### config.mk
export PLATFORM = sky130hd
export DESIGN_NAME = usb_port_ctl
export DESIGN_NICKNAME = d
export VERILOG_FILES = /design/src/rtl/usb_port_pkg.sv /design/src/rtl/usb_port_sync.sv /design/src/rtl/usb_port_ctl_reg.sv /design/src/rtl/usb_port_wake.sv /design/src/rtl/usb_port_tmode.sv /design/src/rtl/usb_port_ctl.sv
export SDC_FILE = /design/constraint.sdc
export NUM_CORES = 1
export LEC_CHECK = 0
export BUFFER_PORTS_ARGS = -buffer_cell sky130_fd_sc_hd__buf_2
export CORE_ASPECT_RATIO = 0.7
export CORE_MARGIN = 2
export CORE_UTILIZATION = 37
export CTS_CLUSTER_SIZE = 14
export DETAILED_ROUTE_END_ITERATION = 10
export GPL_TIMING_DRIVEN = 0
export PLACE_DENSITY = 0.75
export SKIP_LAST_GASP = 1
export SYNTH_ARGS = -nofsm -noshare
export SYNTH_HDL_FRONTEND = slang
export SYNTH_SLANG_ARGS = --single-unit
### constraint.sdc
create_clock -name clk -period 1 [get_ports clk]
set_input_delay 0.05 -clock clk [delete_from_list [all_inputs] [get_ports clk]]
set_output_delay 0.05 -clock clk [all_outputs]
set_load 0.005 [all_outputs]
### src/rtl/usb_port_pkg.sv
package usb_port_pkg;

  localparam int unsigned WORD_W    = 32;
  localparam int unsigned CTL_LSB   = 13;
  localparam int unsigned CTL_MSB   = 22;
  localparam int unsigned TEST_W    = 4;
  localparam int unsigned LEGAL_MAX = 5;

  // field order matches word bits 22 down to 13
  typedef struct packed {
    logic              wk_oc;
    logic              wk_dis;
    logic              wk_con;
    logic [TEST_W-1:0] test;
    logic [1:0]        spare;
    logic              owner;
  } port_ctl_t;

  typedef enum logic [TEST_W-1:0] {
    TM_OFF    = 4'd0,
    TM_J      = 4'd1,
    TM_K      = 4'd2,
    TM_SE0NAK = 4'd3,
    TM_PACKET = 4'd4,
    TM_FORCE  = 4'd5
  } tmode_e;

  localparam port_ctl_t CTL_DEFAULT = '{
    wk_oc: 1'b0, wk_dis: 1'b0, wk_con: 1'b0,
    test: TM_OFF, spare: 2'b00, owner: 1'b1
  };

  function automatic logic tmode_legal(input logic [TEST_W-1:0] c);
    return c <= TEST_W'(LEGAL_MAX);
  endfunction

  function automatic logic [WORD_W-1:0] pack_word(input port_ctl_t c,
                                                  input logic conn,
                                                  input logic ovc);
    return {9'd0, c, 8'd0, ovc, 3'd0, conn};
  endfunction

  function automatic logic wake_any(input logic en_con, input logic en_dis,
                                    input logic en_oc, input logic c_rise,
                                    input logic c_fall, input logic o_rise);
    return (en_con & c_rise) | (en_dis & c_fall) | (en_oc & o_rise);
  endfunction

endpackage

### src/rtl/usb_port_sync.sv
module usb_port_sync #(
  parameter int unsigned STAGES = 2
) (
  input  logic clk,
  input  logic rst_n,
  input  logic clr,
  input  logic d,
  output logic level,
  output logic prev
);
  logic [STAGES-1:0] chain;

  generate
    if (STAGES == 1) begin : g_one
      always_ff @(posedge clk or negedge rst_n) begin
        if (!rst_n)   chain <= '0;
        else if (clr) chain <= '0;
        else          chain <= d;
      end
    end else begin : g_many
      always_ff @(posedge clk or negedge rst_n) begin
        if (!rst_n)   chain <= '0;
        else if (clr) chain <= '0;
        else          chain <= {chain[STAGES-2:0], d};
      end
    end
  endgenerate

  assign level = chain[STAGES-1];

  always_ff @(posedge clk or negedge rst_n) begin
    if (!rst_n)   prev <= 1'b0;
    else if (clr) prev <= 1'b0;
    else          prev <= level;
  end
endmodule

### src/rtl/usb_port_ctl_reg.sv
module usb_port_ctl_reg
  import usb_port_pkg::*;
(
  input  logic      clk,
  input  logic      rst_n,
  input  logic      clr,
  input  logic      wr_en,
  input  port_ctl_t wr_fields,
  input  logic      cfg_flag,
  output port_ctl_t ctl,
  output logic      cfg_rise
);
  logic cfg_prev;

  always_ff @(posedge clk or negedge rst_n) begin
    if (!rst_n) cfg_prev <= 1'b0;
    else        cfg_prev <= cfg_flag;
  end

  assign cfg_rise = cfg_flag & ~cfg_prev;

  // ownership hand-back is placed last so it overrides a same-cycle write
  always_ff @(posedge clk or negedge rst_n) begin
    if (!rst_n) begin
      ctl <= CTL_DEFAULT;
    end else if (clr) begin
      ctl <= CTL_DEFAULT;
    end else begin
      if (wr_en)    ctl       <= wr_fields;
      if (cfg_rise) ctl.owner <= 1'b0;
    end
  end
endmodule

### src/rtl/usb_port_wake.sv
module usb_port_wake
  import usb_port_pkg::*;
(
  input  logic clk,
  input  logic rst_n,
  input  logic clr,
  input  logic en_con,
  input  logic en_dis,
  input  logic en_oc,
  input  logic conn_lvl,
  input  logic conn_prev,
  input  logic ovc_lvl,
  input  logic ovc_prev,
  output logic conn_rise,
  output logic conn_fall,
  output logic ovc_rise,
  output logic wake_evt,
  output logic pme_set
);
  assign conn_rise = conn_lvl & ~conn_prev;
  assign conn_fall = ~conn_lvl & conn_prev;
  assign ovc_rise  = ovc_lvl & ~ovc_prev;
  assign wake_evt  = wake_any(en_con, en_dis, en_oc, conn_rise, conn_fall, ovc_rise);

  always_ff @(posedge clk or negedge rst_n) begin
    if (!rst_n)   pme_set <= 1'b0;
    else if (clr) pme_set <= 1'b0;
    else          pme_set <= wake_evt;
  end
endmodule

### src/rtl/usb_port_tmode.sv
module usb_port_tmode
  import usb_port_pkg::*;
(
  input  logic [TEST_W-1:0] stored,
  output logic [TEST_W-1:0] code,
  output logic              rsvd
);
  logic legal;
  assign legal = tmode_legal(stored);
  assign rsvd  = ~legal;
  assign code  = legal ? stored : TEST_W'(TM_OFF);
endmodule

### src/rtl/usb_port_ctl.sv
module usb_port_ctl
  import usb_port_pkg::*;
#(
  parameter int unsigned SYNC_STAGES = 2
) (
  input  logic        clk,
  input  logic        rst_n,
  input  logic        hc_reset,
  input  logic        wr_en,
  input  logic [31:0] wr_data,
  output logic [31:0] rd_data,
  input  logic        connect_in,
  input  logic        ovc_in,
  input  logic        cfg_flag,
  output logic        pme_set,
  output logic [3:0]  tmode_code,
  output logic        tmode_rsvd,
  output logic        owner
);
  port_ctl_t ctl_q;
  port_ctl_t wr_fields;
  logic conn_lvl, conn_prev, ovc_lvl, ovc_prev;
  logic conn_rise, conn_fall, ovc_rise, wake_evt, cfg_rise;

  assign wr_fields = port_ctl_t'(wr_data[CTL_MSB:CTL_LSB]);

  usb_port_sync #(.STAGES(SYNC_STAGES)) u_conn_sync (
    .clk(clk), .rst_n(rst_n), .clr(hc_reset), .d(connect_in),
    .level(conn_lvl), .prev(conn_prev)
  );

  usb_port_sync #(.STAGES(SYNC_STAGES)) u_ovc_sync (
    .clk(clk), .rst_n(rst_n), .clr(hc_reset), .d(ovc_in),
    .level(ovc_lvl), .prev(ovc_prev)
  );

  usb_port_ctl_reg u_ctl (
    .clk(clk), .rst_n(rst_n), .clr(hc_reset), .wr_en(wr_en),
    .wr_fields(wr_fields), .cfg_flag(cfg_flag),
    .ctl(ctl_q), .cfg_rise(cfg_rise)
  );

  usb_port_wake u_wake (
    .clk(clk), .rst_n(rst_n), .clr(hc_reset),
    .en_con(ctl_q.wk_con), .en_dis(ctl_q.wk_dis), .en_oc(ctl_q.wk_oc),
    .conn_lvl(conn_lvl), .conn_prev(conn_prev),
    .ovc_lvl(ovc_lvl), .ovc_prev(ovc_prev),
    .conn_rise(conn_rise), .conn_fall(conn_fall), .ovc_rise(ovc_rise),
    .wake_evt(wake_evt), .pme_set(pme_set)
  );

  usb_port_tmode u_tmode (
    .stored(ctl_q.test), .code(tmode_code), .rsvd(tmode_rsvd)
  );

  assign rd_data = pack_word(ctl_q, conn_lvl, ovc_lvl);
  assign owner   = ctl_q.owner;
endmodule

==> results of run 1 <==
## worst max-delay path: stages, from the launching register on
cell and delay, ps:
sky130_fd_sc_hd__dfrtp_1 420, sky130_fd_sc_hd__a21oi_2 200, sky130_fd_sc_hd__and2_1 140, sky130_fd_sc_hd__buf_2 100
## worst max-delay path by stage
| stage | end | slack (ps) | cells past startpoint | from |
|---|---|---|---|---|
| floorplan | tmode_code[0] | 200 | 2 | u_ctl.ctl[5]$_DFFE_PN0P_ |
| global route | tmode_code[2] | -300 | 3 | u_ctl.ctl[4]$_DFFE_PN0P_ |
| detailed placement | tmode_code[0] | 30 | 3 | u_ctl.ctl[5]$_DFFE_PN0P_ |
| CTS | tmode_code[0] | -200 | 3 | u_ctl.ctl[4]$_DFFE_PN0P_ |
| global placement | tmode_code[2] | 40 | 3 | u_ctl.ctl[5]$_DFFE_PN0P_ |
| finish | tmode_code[0] | -200 | 3 | u_ctl.ctl[4]$_DFFE_PN0P_ |
## cells in the mapped netlist, drive strengths merged
master / n / area share
a31oi: 1 / 0.0068
mux2i: 10 / 0.11
dfrtp: 17 / 0.46
o21bai: 1 / 0.0082
a21oi: 1 / 0.0054
dfstp: 1 / 0.029
conb: 1 / 0.0041
nand3b: 3 / 0.025
inv: 1 / 0.0041
nor2: 9 / 0.037
and2: 3 / 0.020
nor2b: 7 / 0.048
buf: 29 / 0.24
## cell type report
class	instances	area, sq um
buffer	24	187.7
clock buffer	4	36.28
fill	226	989.7
inverter	1	3.754
multi-input combinational	56	320.3
sequential	18	451.7
tap	34	42.54
timing repair buffer	52	370.4
## cells by family after synthesis
logic type      Yosys count  synth area share
buf+inv                  30            0.2452
simple gates             22            0.1294
flops                    18            0.4918
mux                      10            0.1090
compound gates            3           0.02044
other cells               1          0.004083
## what timing repair did
action                                  4_1_cts  5_1_grt
gates cloned                                  0        0
buffers inserted                              7        2
endpoints found under the setup margin       11       13
hold endpoints to repair                     27        1
pin swaps                                     4        0
resized for setup                             3        5
hold buffers                                  9        1
## routing by layer
layer	global-route usage	up-vias	routed length, um
met2	0.2653	32	973
met5	0	-	0
met1	0.1491	338	758
met4	0.03913	0	0
li1	-	359	-
met3	0.06188	0	155
## sequential cells by signal (all words and copies together), names as in the netlist
register and flops:
u_ctl.ctl 10, u_conn_sync.chain 2, u_ovc_sync.chain 2, u_conn_sync.prev 1, u_ctl.cfg_prev 1, u_ovc_sync.prev 1
u_wake.pme_set 1
## cell usage in the layout, fill, tap and decap left out
| master | count |
|---|---|
| sky130_fd_sc_hd__mux2i_1 | 10 |
| sky130_fd_sc_hd__buf_2 | 27 |
| sky130_fd_sc_hd__dfrtp_1 | 17 |
| sky130_fd_sc_hd__dlygate4sd3_1 | 10 |
| sky130_fd_sc_hd__buf_4 | 31 |
| sky130_fd_sc_hd__a21oi_2 | 1 |
| sky130_fd_sc_hd__nor2_1 | 9 |
| sky130_fd_sc_hd__nand3b_1 | 3 |
| sky130_fd_sc_hd__inv_1 | 1 |
| sky130_fd_sc_hd__clkbuf_4 | 3 |
| sky130_fd_sc_hd__conb_1 | 21 |
| sky130_fd_sc_hd__nor2b_1 | 7 |
| sky130_fd_sc_hd__dfstp_2 | 1 |
| sky130_fd_sc_hd__and2_1 | 3 |
| sky130_fd_sc_hd__clkbuf_8 | 1 |
| sky130_fd_sc_hd__o21bai_1 | 1 |
| sky130_fd_sc_hd__buf_6 | 8 |
| sky130_fd_sc_hd__a31oi_1 | 1 |
## power groups by stage
stage	Combinational [mW]	Clock, mW	Sequential [mW]
2_1_floorplan	0.170	0	0.800
3_3_place_gp	0.263	0	0.800
3_5_place_dp	0.269	0	0.802
4_1_cts	0.330	0.457	0.785
5_1_grt	0.378	0.496	0.794
6_report	0.340	0.443	0.788
==> flow_results.org, run 1 <==
** Outcome
- Failing checks :: hold timing, setup timing
- Run status :: finished, violations left

** Setup path
- Counting cells, the worst reg-to-reg path comes to 4.
- STA classifies the critical path endpoint as a primary output.
- Critical Setup Path Class :: flip-flop to primary output
- In this run the register-to-register setup slack is about 60 ps.
- Maximum fanout along the worst path :: 4
- The endpoint identified for the worst register-to-register timing path is u_ctl.ctl[7]$_DFFE_PN0P_.
- RR Startpoint :: u_ctl.ctl[7]$_DFFE_PN0P_
- Worst Path Required :: ~950 ps
- Data arrival time of the critical path :: around 1200 ps
- The worst setup path is launched from a flip-flop.

** Worst hold path
- Min-delay worst type :: input pin to flip-flop
- For hold timing, the worst endpoint is u_ctl.ctl[9]$_DFFE_PN0P_.
- The worst hold path begins at wr_data[22].
- Counting instances, the worst hold path has a depth of 3.

** Timing
- Across all setup checks in the final design, the least slack found is -198.1 ps.
- Post-layout minimum cycle time :: 1198 ps
- The max-slew violation count came to 0.
- Setup repair after global routing missed its margin :: true
- Dividing the final minimum period by the clock period gives 1.198.
- Across the routed clock network, the largest skew measured is approximately 7.6 ps.
- Hold violation count in the final report :: 1
- Across all hold checks on the routed design, the worst slack comes to -0.1206 ps.
- For the final routed database, the setup TNS stands at -867.0 ps.
- Timing would allow up to between 0.8 and 0.9 GHz.
- Setup violators final :: 8

** Global routing
- The number of global-route vias before repair is 697.
- The total overflow left after global routing is 0.
- The number of antenna violations at the first check in global routing came to 0.
- Pin count of the biggest net entering global routing :: 19
- The first global-routing pass estimated ~3.0 mm of wire.
- For this run, the total global-route usage over all layers was measured as 0.1415.

** CTS
- After clock tree synthesis, the clock-pin slew on the worst setup and hold paths is around 110 ps.
- TritonCTS built the clock tree.
- TritonCTS created 3 clock buffers.
- CTS root buf :: sky130_fd_sc_hd__clkbuf_4
- The tree built by TritonCTS fans out to 18 sinks.
- CTS H-tree depth :: 1
- Buffer levels on the longest clock path :: 2
- Worst-Skew Late Latency :: 290 ps

** Synth
- Ys Warns :: 0
- Synthesis produced a netlist whose cell count is 84.
- Mapped Area :: roughly 920 sq um
- The average instance in the mapped netlist occupies 10.93 sq um.
- In this run, distinct cell masters in the synthesized netlist total 14.
- Of the synthesized area, sequential elements account for 0.4918.
- #FFs+latches synth :: 18

** Power
- Leak Pwr :: around 0.82 nW
- Power comes to between 1.5 and 2 mW.
- Of the total power, the share spent switching nets is 0.2371.
- Worst vdd ir :: about 0.57 mV
- In this run the power density over the cells is 1112 nW/um^2.
- Of the total power, registers draw 0.502.
- Cell Int Power :: around 1.2 mW
- The share of total power dissipated in the clock network is 0.282.
- The share of total power dissipated in combinational logic is 0.216.
- Switching power of the nets :: about 0.37 mW

** Route
- After the first detailed-routing iteration, the DRC count stood at 11.
- For this block, the via count after detailed routing is around 730.
- The pre-antenna-repair detailed-routing pass consisted of 3 iterations.
- Wire per inst :: 9.984 um
- In this run the remaining antenna-violating nets after routing total 0.
- Dividing the detail-routed via count by the number of cells gives 3.857.
- Wirelength, routed :: between 1.5 and 2 mm
- Residual DRC :: 0

** Cells and area
- The area growth from synthesis to layout is 53.81%.
- Share of layout cells above drive strength 1 :: 0.4645
- 0 antenna diodes ended up in the layout.
- The finished cells cover between 1000 and 1500 sq um.
- Post-layout util :: 0.5880
- Once layout is complete, the cells apart from fillers number roughly 190.
- The net count of the finished layout is about 200.

** Die
- Placement row count :: 15
- Core ar. :: around 2400 sq um
- Measured along the y axis, the die boundary spans 45.69 um.
- Total Die Area :: 2903 sq um
- Measured along the x axis, the die boundary spans ~64 um.
- Number of top-level pins :: 78
- For this configuration, the core starts out at a cell density of 0.3823.

** Place
- Port buffering added 33 buffers.
- Detailed placement finished with a half-perimeter wire length of 1.321 mm.
- At the end of routability-driven placement, the weighted congestion stood at around 0.66.
- DP Area :: 1201 sq um
- Setup Slack @ Placement :: about 31 ps
- Counting tap cells, the placed design contains a total of between 150 and 200 instances.

** Run
- Max-cap violations in this run came to 0.
Power figures use the tool's default switching activity.
==> run 2: changes to the inputs <==
PLACE_DENSITY = 0.78   (was 0.75)
==> run 2 against run 1 <==
Against the previous run:
- the run ends with setup timing left
- largest cell class unchanged
- power down 2.8%
- combinational power is 10% lower
- clock power is 2% lower
- via count fell by 6.3%
==> flow_results.org, run 2 (synthesis results as in run 1) <==
** Timing
- Worst Slack Setup Final :: -179.4 ps
- After layout, the minimum clock period comes to approximately 1200 ps.
- Setup repair after global routing could not meet its margin everywhere.
- Setup violations remaining at the end of the flow were counted as 6.
- Dividing the final minimum period by the clock period gives 1.179.
- Hold violation count in the final report :: 0
- Clock Skews :: around 2.3 ps
- Hold is met by about 2.9 ps.
- Based on the critical path, the design can be clocked at up to around 0.85 GHz.
- The max-slew violation count was 0.

** Cells and area
- The repair_antennas step left the layout with diodes totalling 0.
- Fill cells in the final layout number between 200 and 250.
- Most flop-heavy register :: u_ctl.ctl
- Synth-to-Final Area Change :: 44.69%
- For this run, the post-layout net count is about 190.
- Leaving out fill and tap cells, the most frequent cell in the layout is sky130_fd_sc_hd__buf_2.
- Top library cells by usage in the layout, fill and taps aside :: 30 x sky130_fd_sc_hd__buf_2, 29 x sky130_fd_sc_hd__buf_4, 21 x sky130_fd_sc_hd__conb_1
- The finished layout holds roughly 180 standard cells, fillers aside.
- Top flop regs :: u_ctl.ctl x10, u_conn_sync.chain x2, u_ovc_sync.chain x2
- Max FFs per register :: 10
- Share of layout cells above drive strength 1 :: 0.4730

** Power
- Proportion of power drawn by combinational gates :: 0.200
- The internal power of the cells totals around 1.2 mW.
- Worst vdd ir :: roughly 0.68 mV
- Switching Fraction :: 0.2320
- Summed over all cells, the static leakage comes to between 0.7 and 0.8 nW.
- Switching power of the nets :: between 0.3 and 0.4 mW
- After layout, the design draws a total of about 1.5 mW.
- Of the total power, the clock network draws 0.285.
- Of the total power, registers draw 0.515.
- Power per unit of standard cell area :: ~1100 nW/um^2

** Setup path
- The worst setup path is captured at a primary output.
- Critical Setup Path Class :: flip-flop to primary output
- Worst Path Required :: between 900 and 1000 ps
- Of all nets on the critical path, the largest fanout is 4.
- STA classifies the critical path startpoint as a flip-flop.
- Data arrival time of the critical path :: approximately 1100 ps
- Worst setup path startpoint :: u_ctl.ctl[4]$_DFFE_PN0P_
- In this run the critical register-to-register path is launched from u_conn_sync.chain[1]$_DFF_PN0_.

** Route
- Initial DRT Pass Iterations :: 3
- In this run the remaining antenna-violating nets after routing total 0.
- After the first detailed-routing iteration, the DRC count stood at 2.
- After detailed routing, the average wire length per cell comes to about 9.1 um.
- Total vias in the final route :: between 600 and 700
- Wirelength, routed :: roughly 1.6 mm
- Residual DRC :: 0
- Using the TritonRoute via totals, the vias-per-cell ratio works out to between 3 and 4.

** Outcome
- Failing checks :: setup timing
- The run finished, with violations left.

** Worst hold path
- Min-delay worst type :: input pin to flip-flop
- In this run the most critical hold path is launched from wr_data[17].

** Global routing
- For this run, the total global-route usage over all layers was measured as 0.1265.
- Pin count of the biggest net entering global routing :: 19
- Final global-route overflow total :: 0
- The number of antenna violations at the first check in global routing came to 0.
- The number of global-route vias before repair is approximately 660.
- The first global-routing pass estimated roughly 2.8 mm of wire.

** Die
- The die is 63.55 um wide.
- Placement row count :: 15
- The die covers between 2000 and 3000 sq um.
- Starting Density :: 0.3823
- Core ar. :: roughly 2400 sq um
- Number of top-level pins :: 78
- Die Y :: 45.69 um

** CTS
- CTS placed an instance of sky130_fd_sc_hd__clkbuf_4 at the clock tree root.
- Register clock-pin slew on the reported worst setup and hold paths :: 90 ps
- The tree built by TritonCTS fans out to 18 sinks.
- TritonCTS clock tree :: yes
- For the worst-skew pair, the clock arrives at the later sink with an insertion delay of a little under 300 ps.
- Buffer levels on the longest clock path :: 2
- CTS H-tree depth :: 1
- Num CTS Buffers :: 3

** Place
- Hpwl dp :: roughly 1.3 mm
- Prior to clock tree synthesis, the placed netlist has a worst setup slack of around 16 ps.
- Placed Cells incl. Taps :: roughly 170
- Final weighted congestion in routability-driven placement :: 0.6558
- Quantity of I/O buffers inserted on ports :: 33

** Run
- Number of maximum-capacitance violations :: 0
-- run 2: cell count changes in the layout (fill, tap and decap cells not counted), sizes merged --
cell         delta
buf             -2
dlygate4sd3     -5
-- run 2: layout make-up --
cell class / count / area [sq um] / share of cell area
inverter: 1 / 3.754 / 0.002825
multi-input combinational: 56 / 320.3 / 0.2411
buffer: 24 / 187.7 / 0.1412
timing repair buffer: 45 / 286.5 / 0.2156
sequential: 18 / 451.7 / 0.3399
clock buffer: 4 / 36.28 / 0.02731
tap: 34 / 42.54 / 0.03202
-- run 2: path summary, 6_finish.rpt --
path                                                  endpoint  slack [ps]  cells past startpoint
worst min register to register  u_conn_sync.chain[1]$_DFF_PN0_         470                      1
min in group asynchronous             u_ctl.ctl[1]$_DFFE_PN0P_         200                      2
max in group asynchronous             u_ctl.ctl[0]$_DFFE_PN1P_         480                      2
worst max register to register        u_wake.pme_set$_DFF_PN0_         140                      3
worst min-delay path                  u_ctl.ctl[4]$_DFFE_PN0P_           3                      3
worst max-delay path                             tmode_code[1]        -180                      3
-- run 2: metal layers --
layer,vias up,GRT usage,wire length (um)
met3,0,0.05693,153
met4,0,0,0
li1,351,-,-
met1,299,0.1381,710
met2,33,0.2463,785
met5,-,0,0
-- run 2: power by group through the flow --
stage               registers, mW  logic, mW  clock network, mW
floorplan                   0.800      0.170                  0
global placement            0.800      0.263                  0
detailed placement          0.803      0.269                  0
CTS                         0.786      0.317              0.451
global route                0.792      0.344              0.504
finish                      0.786      0.306              0.434
-- run 2: metrics by stage --
step | utilization | TNS, ps | cell area (sq um)
2_1_floorplan | - | 0 | 993.5
3_3_place_gp | 0.5000 | 0 | 1201
3_5_place_dp | 0.5000 | 0 | 1201
4_1_cts | 0.5635 | -858.4 | 1354
5_1_grt | 0.5531 | -1368 | 1329
6_report | 0.5531 | -718.0 | 1329
-- run 2: what timing repair did --
action | CTS | global route
resized for setup | 3 | 2
endpoints found under the setup margin | 11 | 13
hold buffers | 5 | 0
setup buffers | 7 | 0
pin swaps | 3 | 1
endpoints found under the hold margin | 22 | 0
-- run 2: worst max-delay path, stage by stage, from the launching register on --
cell                      delay [ps]
sky130_fd_sc_hd__dfrtp_1         400
sky130_fd_sc_hd__a21oi_2         200
sky130_fd_sc_hd__and2_1          150
sky130_fd_sc_hd__buf_2           100
==> run 3: changes to the inputs <==
PLACE_DENSITY = 0.9   (was 0.78)
SYNTH_HIERARCHICAL = 1   (was unset)
==> run 3 against run 2 <==
Against the previous run:
- the flow still finishes with violations (setup timing)
- combinational power rose by 2%
- register-to-register slack got worse by 120 ps
- synthesized cell count shrank 2.4%
- final cell count unchanged
- sequential share of layout area decreased by 0.51 points
- utilization up 5.7 points
- critical path depth unchanged
- highest routed layer is now met4
==> flow_results.org, run 3 <==
** Outcome
- The run finished, with violations left.
- Failing checks :: setup timing

** CTS
- Counting the buffers created by CTS gives 3.
- CTS root buf :: sky130_fd_sc_hd__clkbuf_4
- TritonCTS clock tree :: yes
- Worst-Skew Late Latency :: a little under 300 ps
- CTS built an H-tree with a depth of 1.
- For this design, the sink count on the clock tree is 18.
- Register clock-pin slew on the reported worst setup and hold paths :: ~90 ps
- The clock passes through at most 2 buffers.

** Timing
- Hold violation count in the final report :: 0
- Setup violations remaining at the end of the flow were counted as 8.
- Fraction of the cycle the final worst path needs :: 1.142
- Max Clk Rate :: 0.8759 GHz
- Worst Slack Setup Final :: -141.7 ps
- Setup repair after global routing could not meet its margin everywhere.
- Between clock sinks in the finished design, the worst skew comes to around 5 ps.
- Slew Viols, Final :: 0
- Subtracting the final worst setup slack from the clock period gives about 1100 ps.

** Global routing
- The number of global-route vias before repair was roughly 660.
- Summed over all layers, the global routing overflow is 0.
- All-Layer GR Usage :: 0.1454
- Pin count of the biggest net entering global routing :: 19
- Global-route wire length before repair :: approximately 3.1 mm
- Initial antenna violation count :: 0

** Cells and area
- Fill cells in the final layout number about 190.
- Compared with the post-synthesis result, the final layout area differs by 50.56%.
- Post-layout util :: 0.6097
- In the final layout, the registers with the most flip-flops are u_ctl/ctl x10, u_conn_sync/chain x2, u_ovc_sync/chain x2.
- Number of nets in the finished design :: 190
- The library cell used most frequently in the layout, excluding fill and tap cells, is sky130_fd_sc_hd__buf_2.
- Leaving out fill and tap cells, the most frequent cells in the layout are 31 x sky130_fd_sc_hd__buf_2, 24 x sky130_fd_sc_hd__buf_4, 21 x sky130_fd_sc_hd__conb_1.
- Design area :: 1356 sq um
- In the final layout, the share of cells above drive strength 1 is 0.4600.
- The number of antenna diodes in the final layout is 0.
- The register with the most flip-flops in the layout has 10 of them.
- Ranked by flip-flop count, first place goes to u_ctl/ctl.

** Route
- In the final routed layout, each cell accounts on average for between 10 and 15 um.
- After detailed routing, the number of remaining DRC violations is 0.
- The routed layout has ~690 vias.
- After detailed routing, the number of vias per cell comes to about 3.8.
- Initial detailed-routing violation count :: 3
- The final layout contains routed wiring with a total length of 1.880 mm.
- The first TritonRoute pass finished after 4 iterations.
- Final antenna-violating net count :: 0

** Setup path
- Crit-path max cell delay :: 420 ps
- Worst Path Required :: approximately 950 ps
- Register-to-Register Setup Slack :: approximately 20 ps
- STA classifies the critical path startpoint as a flip-flop.
- Critical register-to-register path endpoint :: u_ctl/ctl[6]$_DFFE_PN0P_
- In this run the critical register-to-register path is launched from u_ctl/ctl[6]$_DFFE_PN0P_.
- Data arrival time of the critical path :: between 1000 and 1500 ps
- Critical Setup Path Class :: flip-flop to primary output
- The worst setup path is captured at a primary output.
- Reg2Reg Depth :: 4
- Along the worst path, the maximum fanout reaches 4.
- For this design, the slowest cell found on the critical path is sky130_fd_sc_hd__dfrtp_1.
- Crit-path cells :: a21o_1, nor2_2, buf_2

** Place
- Buffers placed on the I/O ports in this run total 33.
- After detailed placement, the total cell area comes to roughly 1200 sq um.
- Setup Slack @ Placement :: between 100 and 150 ps
- After legalization and detailed placement, the total HPWL measured 1.402 mm.
- Final weighted congestion in routability-driven placement :: around 0.64

** Power
- Power per unit of standard cell area :: 1139 nW/um^2
- Switching Fraction :: 0.2380
- Proportion of power drawn by combinational gates :: 0.202
- Switching power of the nets :: around 0.37 mW
- The share of total power dissipated in the clock network is 0.285.
- The internal portion of the total power is about 1.2 mW.
- The worst-case IR drop observed on VDD is slightly below 1 mV.
- Leak Pwr :: 0.7829 nW
- Of the total power, registers draw 0.514.
- Total Power :: 1.545 mW

** Synth
- Ys Warns :: 6
- Mapped Area :: 900.9 sq um
- Each instance of the synthesized netlist takes up on average about 11 sq um.
- Synthesis handed over a netlist of just over 80 instances.

** Die
- The core region is approximately 2200 sq um.
- just under 80 I/O pins were placed.
- The floorplan step set the die height to 45.29 um.
- Total Die Area :: 2852 sq um
- Placement row count :: 14
- The initial utilization of the core area, before any placement, comes to 0.4049.
- Die Span X :: ~63 um

** Worst hold path
- Min-delay worst type :: input pin to flip-flop
- Hold Crit Depth :: 3
- End point of the worst hold path :: u_ctl/ctl[9]$_DFFE_PN0P_
- Origin of the worst min-delay path :: wr_data[22]

** Run
- Max-cap violations in this run came to 0.
-- run 3: critical path, delay by kind of cell, from the launching register on --
kind                   cells  cell delay [ps]
DFF                        1              420
AOI/OAI and AO/OA          1              210
buffers and inverters      1              110
and+or+nand+nor            1               70
-- run 3: metrics by stage --
step / TNS [ps] / hold WS [ps] / std cells
2_1_floorplan: 0 / -245.6 / 101
3_3_place_gp: 0 / -16.21 / 166
3_5_place_dp: 0 / -9.119 / 166
4_1_cts: -725.7 / 1.233 / 181
5_1_grt: -1098 / 17.80 / 182
6_report: -575.7 / 18.23 / 182
-- run 3: area by class of cell --
type | count | area, sq um | area share
Sequential cell | 18 | 454.2 | 0.3349
Multi-Input combinational cell | 56 | 326.6 | 0.2408
Timing Repair Buffer | 47 | 311.5 | 0.2297
Buffer | 24 | 183.9 | 0.1356
Tap cell | 32 | 40.04 | 0.02952
Clock buffer | 4 | 36.28 | 0.02675
Inverter | 1 | 3.754 | 0.002768
-- run 3: how the worst max path moves through the flow --
stage,from,end,slack (ps),depth (start not counted)
after global routing,u_ctl/ctl[5]$_DFFE_PN0P_,tmode_code[0],-220,3
after floorplan,u_ctl/ctl[0]$_DFFE_PN1P_,u_ctl/ctl[0]$_DFFE_PN1P_,240,2
after global placement,hc_reset,u_ctl/ctl[0]$_DFFE_PN1P_,180,3
final,u_ctl/ctl[4]$_DFFE_PN0P_,tmode_code[0],-140,3
after detailed placement,u_ctl/ctl[6]$_DFFE_PN0P_,tmode_code[1],130,2
after CTS,u_ctl/ctl[4]$_DFFE_PN0P_,tmode_code[0],-170,3
-- run 3: layer usage --
layer / GRT usage / share of wire
met1: 0.1604 / 0.39
met2: 0.2723 / 0.52
met3: 0.02993 / 0.069
met4: 0.08000 / 0.016
met5: 0 / 0
-- run 3: repair_timing --
item	4_1_cts	5_1_grt
setup endpoints to repair	8	8
hold endpoints to repair	28	0
gates cloned	0	0
hold buffers	10	0
setup buffers	2	2
pin swaps	1	1
gates resized for setup	3	4
-- run 3: power groups by stage --
stage | Clock [mW] | Sequential (mW) | Combinational (mW)
final | 0.440 | 0.793 | 0.312
after CTS | 0.468 | 0.792 | 0.301
after detailed placement | 0 | 0.805 | 0.259
after floorplan | 0 | 0.803 | 0.159
after global routing | 0.499 | 0.799 | 0.346
after global placement | 0 | 0.802 | 0.252
